`src/rtl/usb_err_pkg.sv`:
```
package usb_err_pkg;

    localparam int CERR_W        = 2;
    localparam int STS_W         = 2;
    localparam int STS_IOC       = 0;
    localparam int STS_ERR       = 1;
    localparam int TURN_BITS_DEF = 19;

    typedef struct packed {
        logic              active;
        logic              stalled;
        logic              crc_to;
        logic [CERR_W-1:0] cerr;
        logic              ioc;
    } td_state_t;

    typedef enum logic [2:0] {
        EV_NONE,
        EV_RETRY,
        EV_RETIRE,
        EV_FREE,
        EV_DONE
    } td_ev_t;

    function automatic td_ev_t classify(td_state_t s, logic err, logic ok);
        td_ev_t ev;
        ev = EV_NONE;
        if (s.active) begin
            if (err) begin
                if (s.cerr == '0)
                    ev = EV_FREE;
                else if (s.cerr == CERR_W'(1))
                    ev = EV_RETIRE;
                else
                    ev = EV_RETRY;
            end else if (ok) begin
                ev = EV_DONE;
            end
        end
        return ev;
    endfunction

    function automatic td_state_t apply_ev(td_state_t s, td_ev_t ev);
        td_state_t n;
        n = s;
        case (ev)
            EV_RETRY:  n.cerr = s.cerr - CERR_W'(1);
            EV_RETIRE: begin
                n.cerr    = '0;
                n.active  = 1'b0;
                n.stalled = 1'b1;
                n.crc_to  = 1'b1;
            end
            EV_DONE:   n.active = 1'b0;
            default:   n = s;
        endcase
        return n;
    endfunction

endpackage

```
`src/rtl/turnaround_timer.sv`:
```
module turnaround_timer #(
    parameter int TURN_BITS = usb_err_pkg::TURN_BITS_DEF
) (
    input  logic clk,
    input  logic rst,
    input  logic bit_tick,
    input  logic eop_det,
    input  logic sop_det,
    output logic bus_timeout
);
    localparam int CNT_W = $clog2(TURN_BITS + 1);
    localparam logic [CNT_W-1:0] LAST = CNT_W'(TURN_BITS - 1);

    logic             armed;
    logic [CNT_W-1:0] cnt;

    always_ff @(posedge clk) begin
        if (rst) begin
            armed       <= 1'b0;
            cnt         <= '0;
            bus_timeout <= 1'b0;
        end else begin
            bus_timeout <= 1'b0;
            if (eop_det) begin
                armed <= 1'b1;
                cnt   <= '0;
            end else if (sop_det) begin
                armed <= 1'b0;
                cnt   <= '0;
            end else if (armed && bit_tick) begin
                if (cnt == LAST) begin
                    armed       <= 1'b0;
                    cnt         <= '0;
                    bus_timeout <= 1'b1;
                end else begin
                    cnt <= cnt + CNT_W'(1);
                end
            end
        end
    end


    to_single_chk: assert property (@(posedge clk) disable iff (rst)
        bus_timeout |=> !bus_timeout);


    sop_stop_chk: assert property (@(posedge clk) disable iff (rst)
        (sop_det && !eop_det) |=> !bus_timeout);


    to_armed_chk: assert property (@(posedge clk) disable iff (rst)
        $rose(bus_timeout) |-> $past(armed));

endmodule

```
`src/rtl/td_status_engine.sv`:
```
module td_status_engine
    import usb_err_pkg::*;
(
    input  logic              clk,
    input  logic              rst,
    input  logic              td_load,
    input  logic [CERR_W-1:0] cerr_init,
    input  logic              ioc_init,
    input  logic              err_ev,
    input  logic              ok_ev,
    output td_state_t         st,
    output logic              wb_valid,
    output logic              wb_retire,
    output logic              wb_ioc
);
    td_ev_t    ev;
    td_state_t load_st;

    always_comb begin
        ev              = classify(st, err_ev, ok_ev);
        load_st.active  = 1'b1;
        load_st.stalled = 1'b0;
        load_st.crc_to  = 1'b0;
        load_st.cerr    = cerr_init;
        load_st.ioc     = ioc_init;
    end

    always_ff @(posedge clk) begin
        if (rst) begin
            st        <= '0;
            wb_valid  <= 1'b0;
            wb_retire <= 1'b0;
            wb_ioc    <= 1'b0;
        end else begin
            wb_valid  <= (ev != EV_NONE) && !td_load;
            wb_retire <= (ev == EV_RETIRE) && !td_load;
            wb_ioc    <= (ev == EV_DONE) && st.ioc && !td_load;
            if (td_load)
                st <= load_st;
            else
                st <= apply_ev(st, ev);
        end
    end


    retire_chk: assert property (@(posedge clk) disable iff (rst)
        $rose(st.stalled) |-> (!st.active && st.crc_to && st.cerr == '0));


    cerr_mono_chk: assert property (@(posedge clk) disable iff (rst)
        !td_load |=> (st.cerr <= $past(st.cerr)));


    idle_chk: assert property (@(posedge clk) disable iff (rst)
        (!st.active && !td_load) |=> !wb_valid);


    free_chk: assert property (@(posedge clk) disable iff (rst)
        (st.active && st.cerr == '0 && !td_load) |=> !wb_retire);

endmodule

```
`src/rtl/frame_irq_latch.sv`:
```
module frame_irq_latch
    import usb_err_pkg::*;
(
    input  logic             clk,
    input  logic             rst,
    input  logic             wb_valid,
    input  logic             wb_retire,
    input  logic             wb_ioc,
    input  logic             frame_end,
    input  logic [STS_W-1:0] int_en,
    input  logic [STS_W-1:0] sts_clr,
    output logic [STS_W-1:0] sts_pend,
    output logic             irq
);
    logic [STS_W-1:0] arrive;
    logic [STS_W-1:0] frame_q;

    always_comb begin
        arrive          = '0;
        arrive[STS_ERR] = wb_valid && wb_retire;
        arrive[STS_IOC] = wb_valid && wb_ioc;
        irq             = |(sts_pend & int_en);
    end

    always_ff @(posedge clk) begin
        if (rst) begin
            frame_q  <= '0;
            sts_pend <= '0;
        end else if (frame_end) begin
            sts_pend <= (sts_pend & ~sts_clr) | frame_q | arrive;
            frame_q  <= '0;
        end else begin
            sts_pend <= sts_pend & ~sts_clr;
            frame_q  <= frame_q | arrive;
        end
    end

    generate
        for (genvar i = 0; i < STS_W; i++) begin : g_chk

            hold_chk: assert property (@(posedge clk) disable iff (rst)
                (sts_pend[i] && !sts_clr[i]) |=> sts_pend[i]);

            set_at_frame_chk: assert property (@(posedge clk) disable iff (rst)
                $rose(sts_pend[i]) |-> $past(frame_end));
        end
    endgenerate

endmodule

```
`src/rtl/usb_txn_err_tracker.sv`:
```
module usb_txn_err_tracker
    import usb_err_pkg::*;
#(
    parameter int TURN_BITS = TURN_BITS_DEF
) (
    input  logic             clk,
    input  logic             rst,
    input  logic             bit_tick,
    input  logic             eop_det,
    input  logic             sop_det,
    input  logic             rx_crc_bad,
    input  logic             txn_good,
    input  logic             td_load,
    input  logic [CERR_W-1:0] td_cerr_init,
    input  logic             td_ioc_init,
    input  logic             frame_end,
    input  logic [STS_W-1:0] int_en,
    input  logic [STS_W-1:0] sts_clr,
    output logic             bus_timeout,
    output logic             wb_valid,
    output logic             td_active,
    output logic             td_stalled,
    output logic             td_crc_to,
    output logic [CERR_W-1:0] td_cerr,
    output logic [STS_W-1:0] sts_pend,
    output logic             irq
);
    td_state_t st;
    logic      wb_retire;
    logic      wb_ioc;
    logic      err_ev;

    assign err_ev = rx_crc_bad | bus_timeout;

    turnaround_timer #(.TURN_BITS(TURN_BITS)) u_timer (
        .clk        (clk),
        .rst        (rst),
        .bit_tick   (bit_tick),
        .eop_det    (eop_det),
        .sop_det    (sop_det),
        .bus_timeout(bus_timeout)
    );

    td_status_engine u_engine (
        .clk      (clk),
        .rst      (rst),
        .td_load  (td_load),
        .cerr_init(td_cerr_init),
        .ioc_init (td_ioc_init),
        .err_ev   (err_ev),
        .ok_ev    (txn_good),
        .st       (st),
        .wb_valid (wb_valid),
        .wb_retire(wb_retire),
        .wb_ioc   (wb_ioc)
    );

    frame_irq_latch u_latch (
        .clk      (clk),
        .rst      (rst),
        .wb_valid (wb_valid),
        .wb_retire(wb_retire),
        .wb_ioc   (wb_ioc),
        .frame_end(frame_end),
        .int_en   (int_en),
        .sts_clr  (sts_clr),
        .sts_pend (sts_pend),
        .irq      (irq)
    );

    assign td_active  = st.active;
    assign td_stalled = st.stalled;
    assign td_crc_to  = st.crc_to;
    assign td_cerr    = st.cerr;


    wb_pulse_chk: assert property (@(posedge clk) disable iff (rst)
        (wb_valid && !td_active) |=> !wb_valid);

endmodule

```
`config.mk`:
```
export PLATFORM = sky130hd
export DESIGN_NAME = usb_txn_err_tracker
export DESIGN_NICKNAME = d
export VERILOG_FILES = /design/src/rtl/usb_err_pkg.sv /design/src/rtl/turnaround_timer.sv /design/src/rtl/td_status_engine.sv /design/src/rtl/frame_irq_latch.sv /design/src/rtl/usb_txn_err_tracker.sv
export SDC_FILE = /design/constraint.sdc
export NUM_CORES = 1
export LEC_CHECK = 0
export BUFFER_PORTS_ARGS = -buffer_cell sky130_fd_sc_hd__buf_2
export CAP_MARGIN = 20
export CORE_ASPECT_RATIO = 0.6
export CORE_MARGIN = 2
export CORE_UTILIZATION = 38
export DETAILED_ROUTE_END_ITERATION = 8
export PLACE_DENSITY_LB_ADDON = 0.2
export SYNTH_ARGS = -nofsm -noshare
export SYNTH_HDL_FRONTEND = slang
export SYNTH_SLANG_ARGS = --single-unit
```
`constraint.sdc`:
```
create_clock -name clk -period 2.7 [get_ports clk]
set_input_delay 0.405 -clock clk [delete_from_list [all_inputs] [get_ports clk]]
set_output_delay 0.405 -clock clk [all_outputs]
set_load 0.03 [all_outputs]
```
Word-level counts from Yosys, hierarchy flattened --
Cells that the tools add are included.
Word-level totals: register bits 19, bits of input ports 16, logic and storage cells 64
Cells by class: add/subtract/negate cells 2, equal/unequal tests 5, mux-type cells 16, bitwise logic cells 8, reduce and logical (&&, ||, !) cells 21
Operators with widths (number):
- 3-bit 2-to-1 mux | 4
- 3-bit nonzero test | 4
- 2-bit OR reduction | 4
- 1-bit logical AND | 7
- 1-bit 2-to-1 mux | 6
- 2-bit 2-to-1 mux | 3
- 6-bit 2-to-1 mux | 1
- 2-bit OR | 3
- 5-bit by 1-bit adder with 5-bit output (second input constant) | 1
- 5-bit equality test (second input constant) | 1
- 5-bit 2-to-1 mux | 1
- 2-bit bitwise AND | 2
- 2-bit case mux with 2 select lines | 1
- 4-bit OR reduction | 1
- 3-bit by 1-bit equality test with 1-bit output (second input constant) | 1
- 3-bit by 2-bit equality test with 1-bit output (second input constant) | 1
- 3-bit equality test (second input constant) | 1
- 3-bit OR reduction | 1
- 2-bit by 1-bit equality test with 1-bit output (second input constant) | 1
- 2-bit logical NOT | 1
- 2-bit NOT | 1
- 2-bit AND reduction | 1
- 2-bit nonzero test | 1
- 2-bit by 1-bit subtractor with 2-bit output (second input constant) | 1
- 3 further kinds | 3

Depth between registers and ports, before layout --
word-level depth 9, mapped depth 5, gate-level depth less buffers 5

Modules after synthesis --
A second synthesis with hierarchy kept.
Second synthesis, totals: cell total of the unflattened synthesis 89, area, all modules 822.0 um2
By module, submodules not included:
- td_status_engine | times used 1, cells an instance 40, area an instance 365.4 um2, seq. area each 160.2 um2
- turnaround_timer | times used 1, cells an instance 34, area an instance 307.8 um2, seq. area each 140.1 um2
- frame_irq_latch | times used 1, cells an instance 14, area an instance 142.6 um2, seq. area each 80.1 um2
- usb_txn_err_tracker | times used 1, cells an instance 1, area an instance 6.3 um2, seq. area each 0.0 um2

Worst setup path after synthesis --
Ideal clock, no wire load.
path type register -> output, from register u_latch.sts_pend[0], to output port irq, arrival 865 ps, setup slack 1430 ps, stages on the path, launching flop included 2, path through dfxtp_1 > a22o_1
On the way: cells in the longest elaborated chain, start to end 2
Ends and longest elaborated chain:
- from (decl) | RTL line frame_irq_latch.sv:12 | output logic [STS_W-1:0] sts_pend,
- from (signal assigned) | RTL line frame_irq_latch.sv:30 | sts_pend <= (sts_pend & ~sts_clr) | frame_q | arrive;
- from (signal assigned) | RTL line frame_irq_latch.sv:33 | sts_pend <= sts_pend & ~sts_clr;
- 2-bit bitwise AND | RTL line frame_irq_latch.sv:22 | irq = |(sts_pend & int_en);
- 2-bit OR reduction | RTL line frame_irq_latch.sv:22
- to (decl) | RTL line usb_txn_err_tracker.sv:26 | output logic irq
No other way between the ends.

Worst setup path in the final report --
from register u_timer.cnt[0], to register u_timer.cnt[1]
On the way: cells in the longest elaborated chain, start to end 2, elaborated cells between the ends (all ways) 3, those cells by class add/sub: 1; eq/ne: 1; mux: 1
Ends and longest elaborated chain:
- from (decl) | RTL line turnaround_timer.sv:15 | logic [CNT_W-1:0] cnt;
- from (signal assigned) | RTL line turnaround_timer.sv:36 | cnt <= cnt + CNT_W'(1);
- 5-bit by 1-bit adder with 5-bit output or 5-bit equality test (tied branches) | RTL line turnaround_timer.sv:36, turnaround_timer.sv:31
- 5-bit 2-to-1 mux (*) | RTL line turnaround_timer.sv:31 | if (cnt == LAST) begin
Every way passes the cells marked *; elsewhere a longest branch is shown, timed or not. A chain may end at the register's enable or synchronous reset.

==> flow_summary.toml <==
[outcome]
status = "completed"

[clock_network]
cts_inserted_buffers = 3
insertion_delay_ns = 0.26
cts_resized = 0
clk_pin_slew_ns = 0.07
cts_sinks = 19
cts_setup_buffers = 0
cts_hold_buf = 0
htree_levels = 1
cts_tree = "yes"
cts_root_buf = "clkbuf_8"
clock_path_buffers = 2

[die]
io_pins = 26
initial_core_util = 0.404
die_h_um = 41.1
fp.dieW_um = 65.9
die_area_um2 = 2710
fp.coreArea_um2 = 2160
rows = 13

[power]
power_uw = 541
powerDensity_nw_per_um2 = 516
p_leak_nw = 0.440
vdd_drop_max_v = 0.000243

[worst_hold_path]
hp-start = "frame_end"
hold_path.class = "primary input to register"
hold_path_depth = 2
holdPathEnd = "u_latch.frame_q[0]$_SDFF_PP0_"

[setup_path]
path_delay_family = "compound AO/OA/AOI/OAI gates"
critical_path.startpoint_type = "register"
worst-path-max-fanout = 5
endpoint_kind = "register"
worstPathRequired_ns = 2.81
crit_path_max_incr_delay_ns = 0.47
crit_slowest_cell = "o21ai_0"
critical_path.cell_chain = "inv_1 -> ha_1 -> nand4bb_4 -> o21ai_0 -> a311oi_1"
r2r_cells = 5
cp.arrival_ns = 1.59
path_class = "register to register"
r2r_start = "u_timer.cnt[0]$_SDFFE_PP0P_"
r2r_slack_ns = 1.22
path_buf_inv = 1
worst_r2r_endpoint = "u_timer.cnt[1]$_SDFFE_PP0P_"

[timing]
period_share = 0.548
setup_violations = 0
fin_crit_ns = 1.48
fmax_mhz = 676
rsz0062_at_grt = "false"
skew_ns = 0.00517
slew_headroom = 0.623
worst_slew_pin_slew_ns = 0.560
fin_tns_setup_ns = 0
maxSlewViolCount = 0
final_hold_viol_count = 0

[global_routing]
gr-usage-all-layers = 0.145
antenna_found_initial = 0
grt_pass1_vias = 603
grt_overflow = 0
grt_pass1_wl_um = 2720
grt_max_degree = 15

[finish]
antenna_cells = 0
drive_above_1_share = 0.281
fin_nets = 142
area_growth_pct = 20.1
stdcell_area_um2 = 1050

[synth]
syn_area_per_cell_um2 = 9.00
yosysSeqAreaShare = 0.436
yosys_warnings = 0
synth-seq-cells = 19
synth_area_um2 = 873
async_reset_ff_frac = 0
synth.distinct_cells = 31
synth_edf_count = 0
synthFlopType = "dfxtp_1"
syn_inst = 97
synth_fp_nets = 117

[detailed_routing]
dr_total_vias = 745
drtIter0Drc = 21
drc_errors = 0
routed_wl_um = 1750
vias_per_cell = 4.93
ant_nets = 0
drt_pass1_iterations = 4
wl_per_cell_um = 11.6

[placed_design]
dp_hpwl_um = 1370
placed_area_um2 = 1000
place_congestion = 0.741
portBuffers = 25

[job]
max_cap_violations = 0
## metal layers
metal  share of wire  global-route usage  up-vias  routed length [µm]
met1            0.52               0.191      334                 904
li1                -                   -      386                   -
met2            0.39               0.194       21                 686
met5               0                   0        -                   0
met3           0.075              0.0659        4                 131
met4           0.012              0.0833        0                  21
## placed cells by master (no fill, tap or decap)
| cell type | synthesis | routed |
|---|---|---|
| or3b_2 | 1 | 1 |
| nor2b_1 | 6 | 6 |
| dfxtp_1 | 19 | 19 |
| a311oi_1 | 1 | 1 |
| and2_1 | 1 | 1 |
| or3_1 | 2 | 2 |
| ha_1 | 4 | 4 |
| nand2_1 | 5 | 5 |
| nand2_2 | 1 | 1 |
| nor3b_1 | 1 | 1 |
| nand2b_1 | 1 | 1 |
| a21o_1 | 1 | 1 |
| nand3_2 | 1 | 1 |
| a31oi_1 | 4 | 4 |
| o22ai_1 | 1 | 1 |
| nor2_1 | 6 | 6 |
| inv_1 | 6 | 6 |
| nor4_1 | 3 | 3 |
| clkinv_2 | 0 | 1 |
| xnor2_1 | 1 | 1 |
| xor2_1 | 1 | 1 |
| nand4bb_4 | 1 | 1 |
| a21oi_1 | 7 | 7 |
| nor4b_1 | 1 | 1 |
| nor3_1 | 3 | 3 |
| o21ai_0 | 8 | 8 |
| or2_2 | 1 | 1 |
| o211a_1 | 1 | 1 |
| clkbuf_8 | 0 | 3 |
| buf_2 | 0 | 25 |
| a22o_1 | 1 | 1 |
| nand3_1 | 3 | 3 |
## cell usage after synthesis (2+ instances only)
cell / count / area, µm²
nor4_1: 3 / 18.8
nand2_1: 5 / 18.8
nor2_1: 6 / 22.5
ha_1: 4 / 50.1
a21oi_1: 7 / 35.0
buf_4: 4 / 30.0
nor3_1: 3 / 15.0
a31oi_1: 4 / 25.0
nand3_1: 3 / 15.0
or3_1: 2 / 12.5
inv_1: 6 / 22.5
nor2b_1: 6 / 37.5
dfxtp_1: 19 / 380
o21ai_0: 8 / 40.0
## registers in the layout, summed over array words and instances, names as in the netlist
signal               cells
u_timer.cnt              5
u_engine.wb_ioc          1
u_engine.wb_valid        1
u_timer.armed            1
u_latch.sts_pend         2
u_engine.wb_retire       1
u_latch.frame_q          2
u_engine.st              5
u_timer.bus_timeout      1
## metrics by stage
stage	util	instances	hold WS, ns	setup slack (ns)
floorplan	-	97	0.443	1.43
global placement	0.463	147	0.499	1.24
detailed placement	0.463	147	0.491	1.21
CTS	0.485	151	0.354	1.26
global route	0.485	151	0.360	1.10
finish	0.485	151	0.357	1.22
## logic make-up (layout without fill, tap and decap cells)
kind of cell	count (synthesis)	in the layout	share of synthesized area
simple gates	37	37	0.261
flops	19	19	0.436
compound gates	24	24	0.162
buf+inv	11	35	0.0645
fa+ha+maj	4	4	0.0573
xor+xnor	2	2	0.0201
## where the power goes
part / switching [mW] / internal [mW] / total, mW
logic: 0.0333 / 0.0224 / 0.0558
registers: 0.00653 / 0.286 / 0.293
clock network: 0.0899 / 0.103 / 0.192
## area by class of cell
type / instances / area (µm²)
Clock buffer: 3 / 41.3
Tap cell: 30 / 37.5
Sequential cell: 19 / 380
Inverter: 6 / 22.5
Clock inverter: 1 / 5.00
Multi-Input combinational cell: 67 / 437
Timing Repair Buffer: 25 / 125
Fill cell: 218 / 1110
## worst max-delay path by stage
stage	start	end	slack, ns	cells past startpoint
floorplan	u_latch.sts_pend[0]$_SDFF_PP0_	irq	1.43	1
global placement	rst	u_timer.cnt[1]$_SDFFE_PP0P_	1.24	4
detailed placement	rst	u_timer.cnt[1]$_SDFFE_PP0P_	1.21	4
CTS	u_timer.cnt[0]$_SDFFE_PP0P_	u_timer.cnt[1]$_SDFFE_PP0P_	1.26	5
global route	u_timer.cnt[0]$_SDFFE_PP0P_	u_timer.cnt[1]$_SDFFE_PP0P_	1.10	5
finish	u_timer.cnt[0]$_SDFFE_PP0P_	u_timer.cnt[1]$_SDFFE_PP0P_	1.22	5
No activity file was read; power rests on OpenSTA's default activity.
